### src/rtl/txrst_pkg.sv
package txrst_pkg;

    typedef enum logic [1:0] {
        ST_PWRDN     = 2'd0,
        ST_WAIT_LOCK = 2'd1,
        ST_HOLD      = 2'd2,
        ST_RUN       = 2'd3
    } seq_state_e;

    typedef struct packed {
        logic pll_pd;
        logic tx_rst;
        logic ready;
    } seq_out_t;

    localparam int RECOVER_AUTO   = 0;
    localparam int RECOVER_MANUAL = 1;
    localparam int RECOVER_PORT   = 2;

    localparam int REQ_SYNC_STAGES = 2;

    function automatic int unsigned ns_to_cycles(input longint unsigned ns,
                                                 input longint unsigned period_ns);
        return int'((ns + period_ns - 1) / period_ns);
    endfunction

    function automatic int unsigned cnt_bits(input int unsigned max_val);
        return (max_val < 2) ? 1 : $clog2(max_val + 1);
    endfunction

endpackage

### src/rtl/txrst_req_cond.sv
module txrst_req_cond
    import txrst_pkg::*;
#(
    parameter bit SYNC_REQ = 1'b1
) (
    input  logic clk,
    input  logic req_raw,
    output logic req_eff
);
    generate
        if (SYNC_REQ) begin : g_sync
            logic [REQ_SYNC_STAGES-1:0] stage_q;
            always_ff @(posedge clk or posedge req_raw) begin
                if (req_raw) stage_q <= '1;
                else         stage_q <= {stage_q[REQ_SYNC_STAGES-2:0], 1'b0};
            end
            assign req_eff = stage_q[REQ_SYNC_STAGES-1];

            a_r9_release_delayed: assert property (@(posedge clk)
                $fell(req_eff) |-> !$past(req_raw));
        end else begin : g_raw
            assign req_eff = req_raw;
        end
    endgenerate
endmodule

### src/rtl/txrst_lock_filter.sv
module txrst_lock_filter
    import txrst_pkg::*;
#(
    parameter int unsigned HYST_CYC = 4
) (
    input  logic clk,
    input  logic clr,
    input  logic lock_raw,
    output logic lock_ok
);
    generate
        if (HYST_CYC == 0) begin : g_pass
            assign lock_ok = lock_raw;
        end else begin : g_hyst
            localparam int unsigned CW = cnt_bits(HYST_CYC);
            localparam logic [CW-1:0] LIMIT = CW'(HYST_CYC);
            logic [CW-1:0] run_q;
            logic          ok_q;

            always_ff @(posedge clk) begin
                if (clr || !lock_raw) begin
                    run_q <= '0;
                    ok_q  <= 1'b0;
                end else begin
                    if (run_q < LIMIT) run_q <= run_q + 1'b1;
                    ok_q <= (run_q >= LIMIT - 1'b1);
                end
            end
            assign lock_ok = ok_q;

            a_r4_low_sample_clears: assert property (@(posedge clk) disable iff (clr)
                !lock_raw |=> !lock_ok);
            a_r4_rise_needs_lock: assert property (@(posedge clk) disable iff (clr)
                $rose(lock_ok) |-> $past(lock_raw));
        end
    endgenerate
endmodule

### src/rtl/txrst_seq.sv
module txrst_seq
    import txrst_pkg::*;
#(
    parameter int unsigned PD_CYC   = 100,
    parameter int unsigned HOLD_CYC = 2
) (
    input  logic     clk,
    input  logic     clr,
    input  logic     lock_ok,
    input  logic     manual,
    output seq_out_t out
);
    localparam int unsigned CNT_MAX = (PD_CYC > HOLD_CYC) ? PD_CYC : HOLD_CYC;
    localparam int unsigned CW      = cnt_bits(CNT_MAX);
    localparam logic [CW-1:0] PD_LAST   = CW'(PD_CYC - 1);
    localparam logic [CW-1:0] HOLD_LAST = CW'(HOLD_CYC - 1);

    seq_state_e    state_q;
    logic [CW-1:0] cnt_q;

    always_ff @(posedge clk) begin
        if (clr) begin
            state_q <= ST_PWRDN;
            cnt_q   <= '0;
        end else begin
            case (state_q)
                ST_PWRDN: begin
                    if (cnt_q == PD_LAST) begin
                        state_q <= ST_WAIT_LOCK;
                        cnt_q   <= '0;
                    end else begin
                        cnt_q <= cnt_q + 1'b1;
                    end
                end
                ST_WAIT_LOCK: begin
                    cnt_q <= '0;
                    if (lock_ok) state_q <= ST_HOLD;
                end
                ST_HOLD: begin
                    if (!lock_ok) begin
                        state_q <= ST_WAIT_LOCK;
                        cnt_q   <= '0;
                    end else if (cnt_q == HOLD_LAST) begin
                        state_q <= ST_RUN;
                        cnt_q   <= '0;
                    end else begin
                        cnt_q <= cnt_q + 1'b1;
                    end
                end
                default: begin
                    if (!lock_ok && !manual) state_q <= ST_WAIT_LOCK;
                end
            endcase
        end
    end

    always_comb begin
        out.pll_pd = clr || (state_q == ST_PWRDN);
        out.tx_rst = clr || (state_q != ST_RUN);
        out.ready  = !clr && (state_q == ST_RUN);
    end

    a_r2_cnt_in_range: assert property (@(posedge clk) disable iff (clr)
        cnt_q <= CW'(CNT_MAX));
    a_r3_release_needs_lock: assert property (@(posedge clk) disable iff (clr)
        $fell(out.tx_rst) |-> ($past(lock_ok) && !$past(out.pll_pd)));
    a_r5_auto_reasserts: assert property (@(posedge clk) disable iff (clr)
        (!manual && out.ready && !lock_ok) |=> out.tx_rst);
    a_r6_manual_keeps: assert property (@(posedge clk) disable iff (clr)
        (manual && out.ready) |=> out.ready);
endmodule

### src/rtl/txrst_ctrl.sv
module txrst_ctrl
    import txrst_pkg::*;
#(
    parameter int unsigned NCH         = 2,
    parameter int unsigned CLK_NS      = 10,
    parameter int unsigned PD_NS       = 1000,
    parameter int unsigned HOLD_NS     = 20,
    parameter int unsigned HYST_NS     = 100,
    parameter int          RECOVERY    = RECOVER_PORT,
    parameter bit          SYNC_REQ    = 1'b1,
    parameter bit          PER_CHANNEL = 1'b1
) (
    input  logic           clk,
    input  logic           rst_req,
    input  logic [NCH-1:0] pll_locked,
    input  logic [NCH-1:0] manual_sel,
    output logic [NCH-1:0] pll_pd,
    output logic [NCH-1:0] tx_dig_rst,
    output logic [NCH-1:0] tx_ready
);
    localparam int unsigned PD_CYC   = ns_to_cycles(PD_NS, CLK_NS);
    localparam int unsigned HOLD_CYC = ns_to_cycles(HOLD_NS, CLK_NS);
    localparam int unsigned HYST_CYC = ns_to_cycles(HYST_NS, CLK_NS);
    localparam int unsigned NSEQ     = PER_CHANNEL ? NCH : 1;

    logic     req_eff;
    seq_out_t seq_out [NSEQ];

    txrst_req_cond #(.SYNC_REQ(SYNC_REQ)) req_i (
        .clk     (clk),
        .req_raw (rst_req),
        .req_eff (req_eff)
    );

    for (genvar g = 0; g < NSEQ; g++) begin : g_seq
        logic lock_in, lock_ok, manual_eff;

        assign lock_in = PER_CHANNEL ? pll_locked[g] : &pll_locked;

        if (RECOVERY == RECOVER_MANUAL) begin : g_man
            assign manual_eff = 1'b1;
        end else if (RECOVERY == RECOVER_PORT) begin : g_port
            assign manual_eff = PER_CHANNEL ? manual_sel[g] : |manual_sel;
        end else begin : g_auto
            assign manual_eff = 1'b0;
        end

        txrst_lock_filter #(.HYST_CYC(HYST_CYC)) filt_i (
            .clk      (clk),
            .clr      (req_eff),
            .lock_raw (lock_in),
            .lock_ok  (lock_ok)
        );

        txrst_seq #(.PD_CYC(PD_CYC), .HOLD_CYC(HOLD_CYC)) seq_i (
            .clk     (clk),
            .clr     (req_eff),
            .lock_ok (lock_ok),
            .manual  (manual_eff),
            .out     (seq_out[g])
        );
    end

    for (genvar c = 0; c < NCH; c++) begin : g_chan
        localparam int unsigned SI = PER_CHANNEL ? c : 0;
        assign pll_pd[c]     = seq_out[SI].pll_pd;
        assign tx_dig_rst[c] = seq_out[SI].tx_rst;
        assign tx_ready[c]   = seq_out[SI].ready;
    end

    a_r1_request_forces_reset: assert property (@(posedge clk)
        rst_req |-> (&pll_pd && &tx_dig_rst && !(|tx_ready)));
    a_r10_ready_matches_release: assert property (@(posedge clk)
        tx_ready == ~tx_dig_rst);
endmodule

### config.mk
export PLATFORM = sky130hd
export DESIGN_NAME = txrst_ctrl
export DESIGN_NICKNAME = d
export VERILOG_FILES = /design/src/rtl/txrst_pkg.sv /design/src/rtl/txrst_req_cond.sv /design/src/rtl/txrst_lock_filter.sv /design/src/rtl/txrst_seq.sv /design/src/rtl/txrst_ctrl.sv
export SDC_FILE = /design/constraint.sdc
export NUM_CORES = 1
export LEC_CHECK = 0
export ABC_CLOCK_PERIOD_IN_PS = 1900
export BUFFER_PORTS_ARGS = -buffer_cell sky130_fd_sc_hd__buf_2
export CAP_MARGIN = 30
export CORE_ASPECT_RATIO = 1.5
export CORE_UTILIZATION = 59
export DETAILED_ROUTE_END_ITERATION = 16
export PLACE_DENSITY = 0.78
export SETUP_SLACK_MARGIN = 0.5
export SLEW_MARGIN = 10
export SYNTH_ARGS = -nofsm -noshare
export SYNTH_HDL_FRONTEND = slang
export SYNTH_HIERARCHICAL = 1
export SYNTH_SLANG_ARGS = --single-unit
### constraint.sdc
create_clock -name clk -period 1.9 [get_ports clk]
set_clock_uncertainty 0.2 [all_clocks]
set_input_delay 0.285 -clock clk [delete_from_list [all_inputs] [get_ports clk]]
set_output_delay 0.285 -clock clk [all_outputs]
set_load 0.02 [all_outputs]
==> summary.md <==
| Metric | Value |
|---|---|
| Status | `finished clean` |
| Post-synth ARST share | `0.0667` |
| Reg clk slew, reported paths | `~60 ps` |
| Nets | `241` |
| Die area | `approximately 3100 um^2` |
| WL per Instance | `14.4 um` |
| Area growth syn-to-layout | `32.8%` |
| CP Launch Type | `flop` |
| Worst Setup End Kind | `output port` |
| Post-Route WL | `3.67 mm` |
| Largest net degree at the start of global routing | `11` |
| Crit-path max FO | `7` |
| Number of remaining DRC errors | `0` |
| TritonCTS clock tree | `yes` |
| Fmax achieved | `slightly below 600 MHz` |
| Row cnt | `23` |
| DRT Pass-1 Iters | `4` |
| First-pass GRT wire length | `between 5 and 6 mm` |
| Post-synth top area share | `0.326` |
| DRT antenna net count | `0` |
| Synth Net Count | `around 210` |
| Vias | `between 1000 and 1500` |
| Vias in the first global route | `approximately 1300` |
| RSZ-0062 raised after global routing | `true` |
| Total placed cells including tap cells | `230` |
| Ys Warns | `6` |
| Vias per cell | `approximately 5.4` |
| Post-Synthesis Cell Area | `between 1500 and 2000 um^2` |
| EDFF count, synth | `0` |
| Num CTS Buffers | `5` |
| Worst hold path class | `primary input to flop` |
| Gpl congestion | `0.825` |
| WP data required | `~1400 ps` |
| CORE AREA | `around 2700 um^2` |
| CTS sink cnt | `30` |
| Gr usage total | `0.247` |
| Max IR drop VDD | `approximately 0.79 mV` |
| Final Cycle Share | `0.906` |
| CP arrival | `approximately 1200 ps` |
| Pwr dens | `slightly above 700 nW/um^2` |
| Die Y | `between 60 and 70 um` |
| Initial antenna violation count | `0` |
| Final instance area | `around 2300 um^2` |
| Hold WS | `between 90 and 100 ps` |
| I/O pin cnt | `12` |
| LEAKAGE | `approximately 0.00094 uW` |
| Seq cells post-synth | `30` |
| Synth Instances | `about 180` |
| Mean Syn Cell Area | `around 9.4 um^2` |
| Layout cells sized above 1 | `0.431` |
| Yosys cell types | `36` |
| Util after Layout | `0.836` |
| Starting Density | `0.630` |
| Primary FF master, synth | `dfxtp_1` |
| Post-Route Setup TNS | `0 ps` |
| Register area share after synthesis | `0.356` |
| Leading post-synthesis cells by cell area | `dfxtp_1 (33%), ha_1 (13%), nor2_1 (6.1%), inv_1 (4.1%), xor2_1 (4.1%)` |
| CTS Buffer Depth | `2` |
| Final Setup Violations | `0` |
| Tmin final | `1720 ps` |
| Die span in x | `around 46 um` |
| Yosys top cell by area | `dfxtp_1` |
| Final hold violation count | `0` |
| Non-Filler Instances | `255` |
| DRT iter0 DRCs | `18` |
| Clk Latency, worst-skew pair | `between 200 and 300 ps` |
| Max-slew violations | `0` |
| CTS root buffer | `clkbuf_8` |
| # H-tree levels | `2` |
| Maximum capacitance violations | `0` |
| Dpl hpwl | `2.18 mm` |
| Crit Path Category | `flop to output port` |
| GRT overflow | `0` |
| Port Buffers | `11` |
| Number of fill cells | `around 150` |
| Most instantiated cells after synthesis | `dfxtp_1 (28), nor2_1 (28), inv_1 (19)` |
| Placed cell area | `roughly 1900 um^2` |
| Ant diodes | `0` |
power by group:
part           internal, uW  switching [uW]
clock                   292             234
combinational           203             187
sequential              674            57.8
logic make-up after synthesis:
kind of cell    synth area share
flops                      0.356
mux                       0.0378
xor+xnor                  0.0610
compound gates             0.163
buf+inv                   0.0501
other cells              0.00218
simple gates               0.199
fa+ha+maj                  0.131
layer usage:
layer,vias to the layer above,track usage,wire [um]
met4,0,0.165,116
met1,651,0.214,1410
li1,692,-,-
met3,11,0.0528,81
met2,18,0.472,2060
met5,-,0,0
final cells by class:
cell class                      instances  area (um^2)  area share
Clock buffer                            7         86.3      0.0378
Clock inverter                          1         5.00     0.00219
Inverter                               21         96.3      0.0421
Multi-Input combinational cell        131         1180       0.515
Sequential cell                        30          651       0.285
Tap cell                               37         46.3      0.0203
Timing Repair Buffer                   28          224      0.0980
worst max-delay path, cell delays in order (launching register included):
cell,delay (ps)
dfstp_4,690
inv_4,50
nand2_4,70
inv_4,30
buf_6,120
timing repair:
action                     4_1_cts  5_1_grt
gates resized for setup         27       16
pin swaps                       13        9
hold buffers                     1        0
setup buffers                    9        7
hold endpoints to repair         2        0
setup endpoints to repair       24       34
metrics by stage:
step	total power, uW	setup WS (ps)
after floorplan	953	313
final	1650	179
after global placement	996	262
after global routing	1720	142
after CTS	1610	175
after detailed placement	1020	198
registers in the layout, summed over array words and instances, names as in the netlist:
register,cells
g_seq.seq_i/cnt_q,14
req_i/g_sync.stage_q,2
g_seq.filt_i/lock_ok,2
g_seq.seq_i/state_q,4
g_seq.filt_i/g_hyst.run_q,8
path summary, 6_finish.rpt:
check,start,end,slack (ps),depth (start not counted)
max,req_i/g_sync.stage_q[1],tx_ready[0],180,4
min,pll_locked[1],g_seq[1].filt_i/g_hyst.run_q[0],90,3
max reg2reg,g_seq[1].seq_i/state_q[0],g_seq[1].seq_i/state_q[0],210,6
min reg2reg,req_i/g_sync.stage_q[0],req_i/g_sync.stage_q[1],160,0
max in group asynchronous,rst_req,req_i/g_sync.stage_q[0],1120,3
min in group asynchronous,rst_req,req_i/g_sync.stage_q[1],360,3
placed cells by master (no fill, tap or decap), drive strengths merged, types with 4 or more instances in the layout:
| cell type | instances |
|---|---|
| nor2 | 28 |
| buf | 26 |
| nor2b | 6 |
| nand4 | 4 |
| a211oi | 4 |
| ha | 18 |
| xor2 | 8 |
| dfxtp | 28 |
| clkbuf | 8 |
| nand3 | 4 |
| nand2 | 8 |
| a21oi | 4 |
| xnor2 | 4 |
| a31oi | 4 |
| mux2 | 4 |
| inv | 21 |
Power figures use the tool's default switching activity.
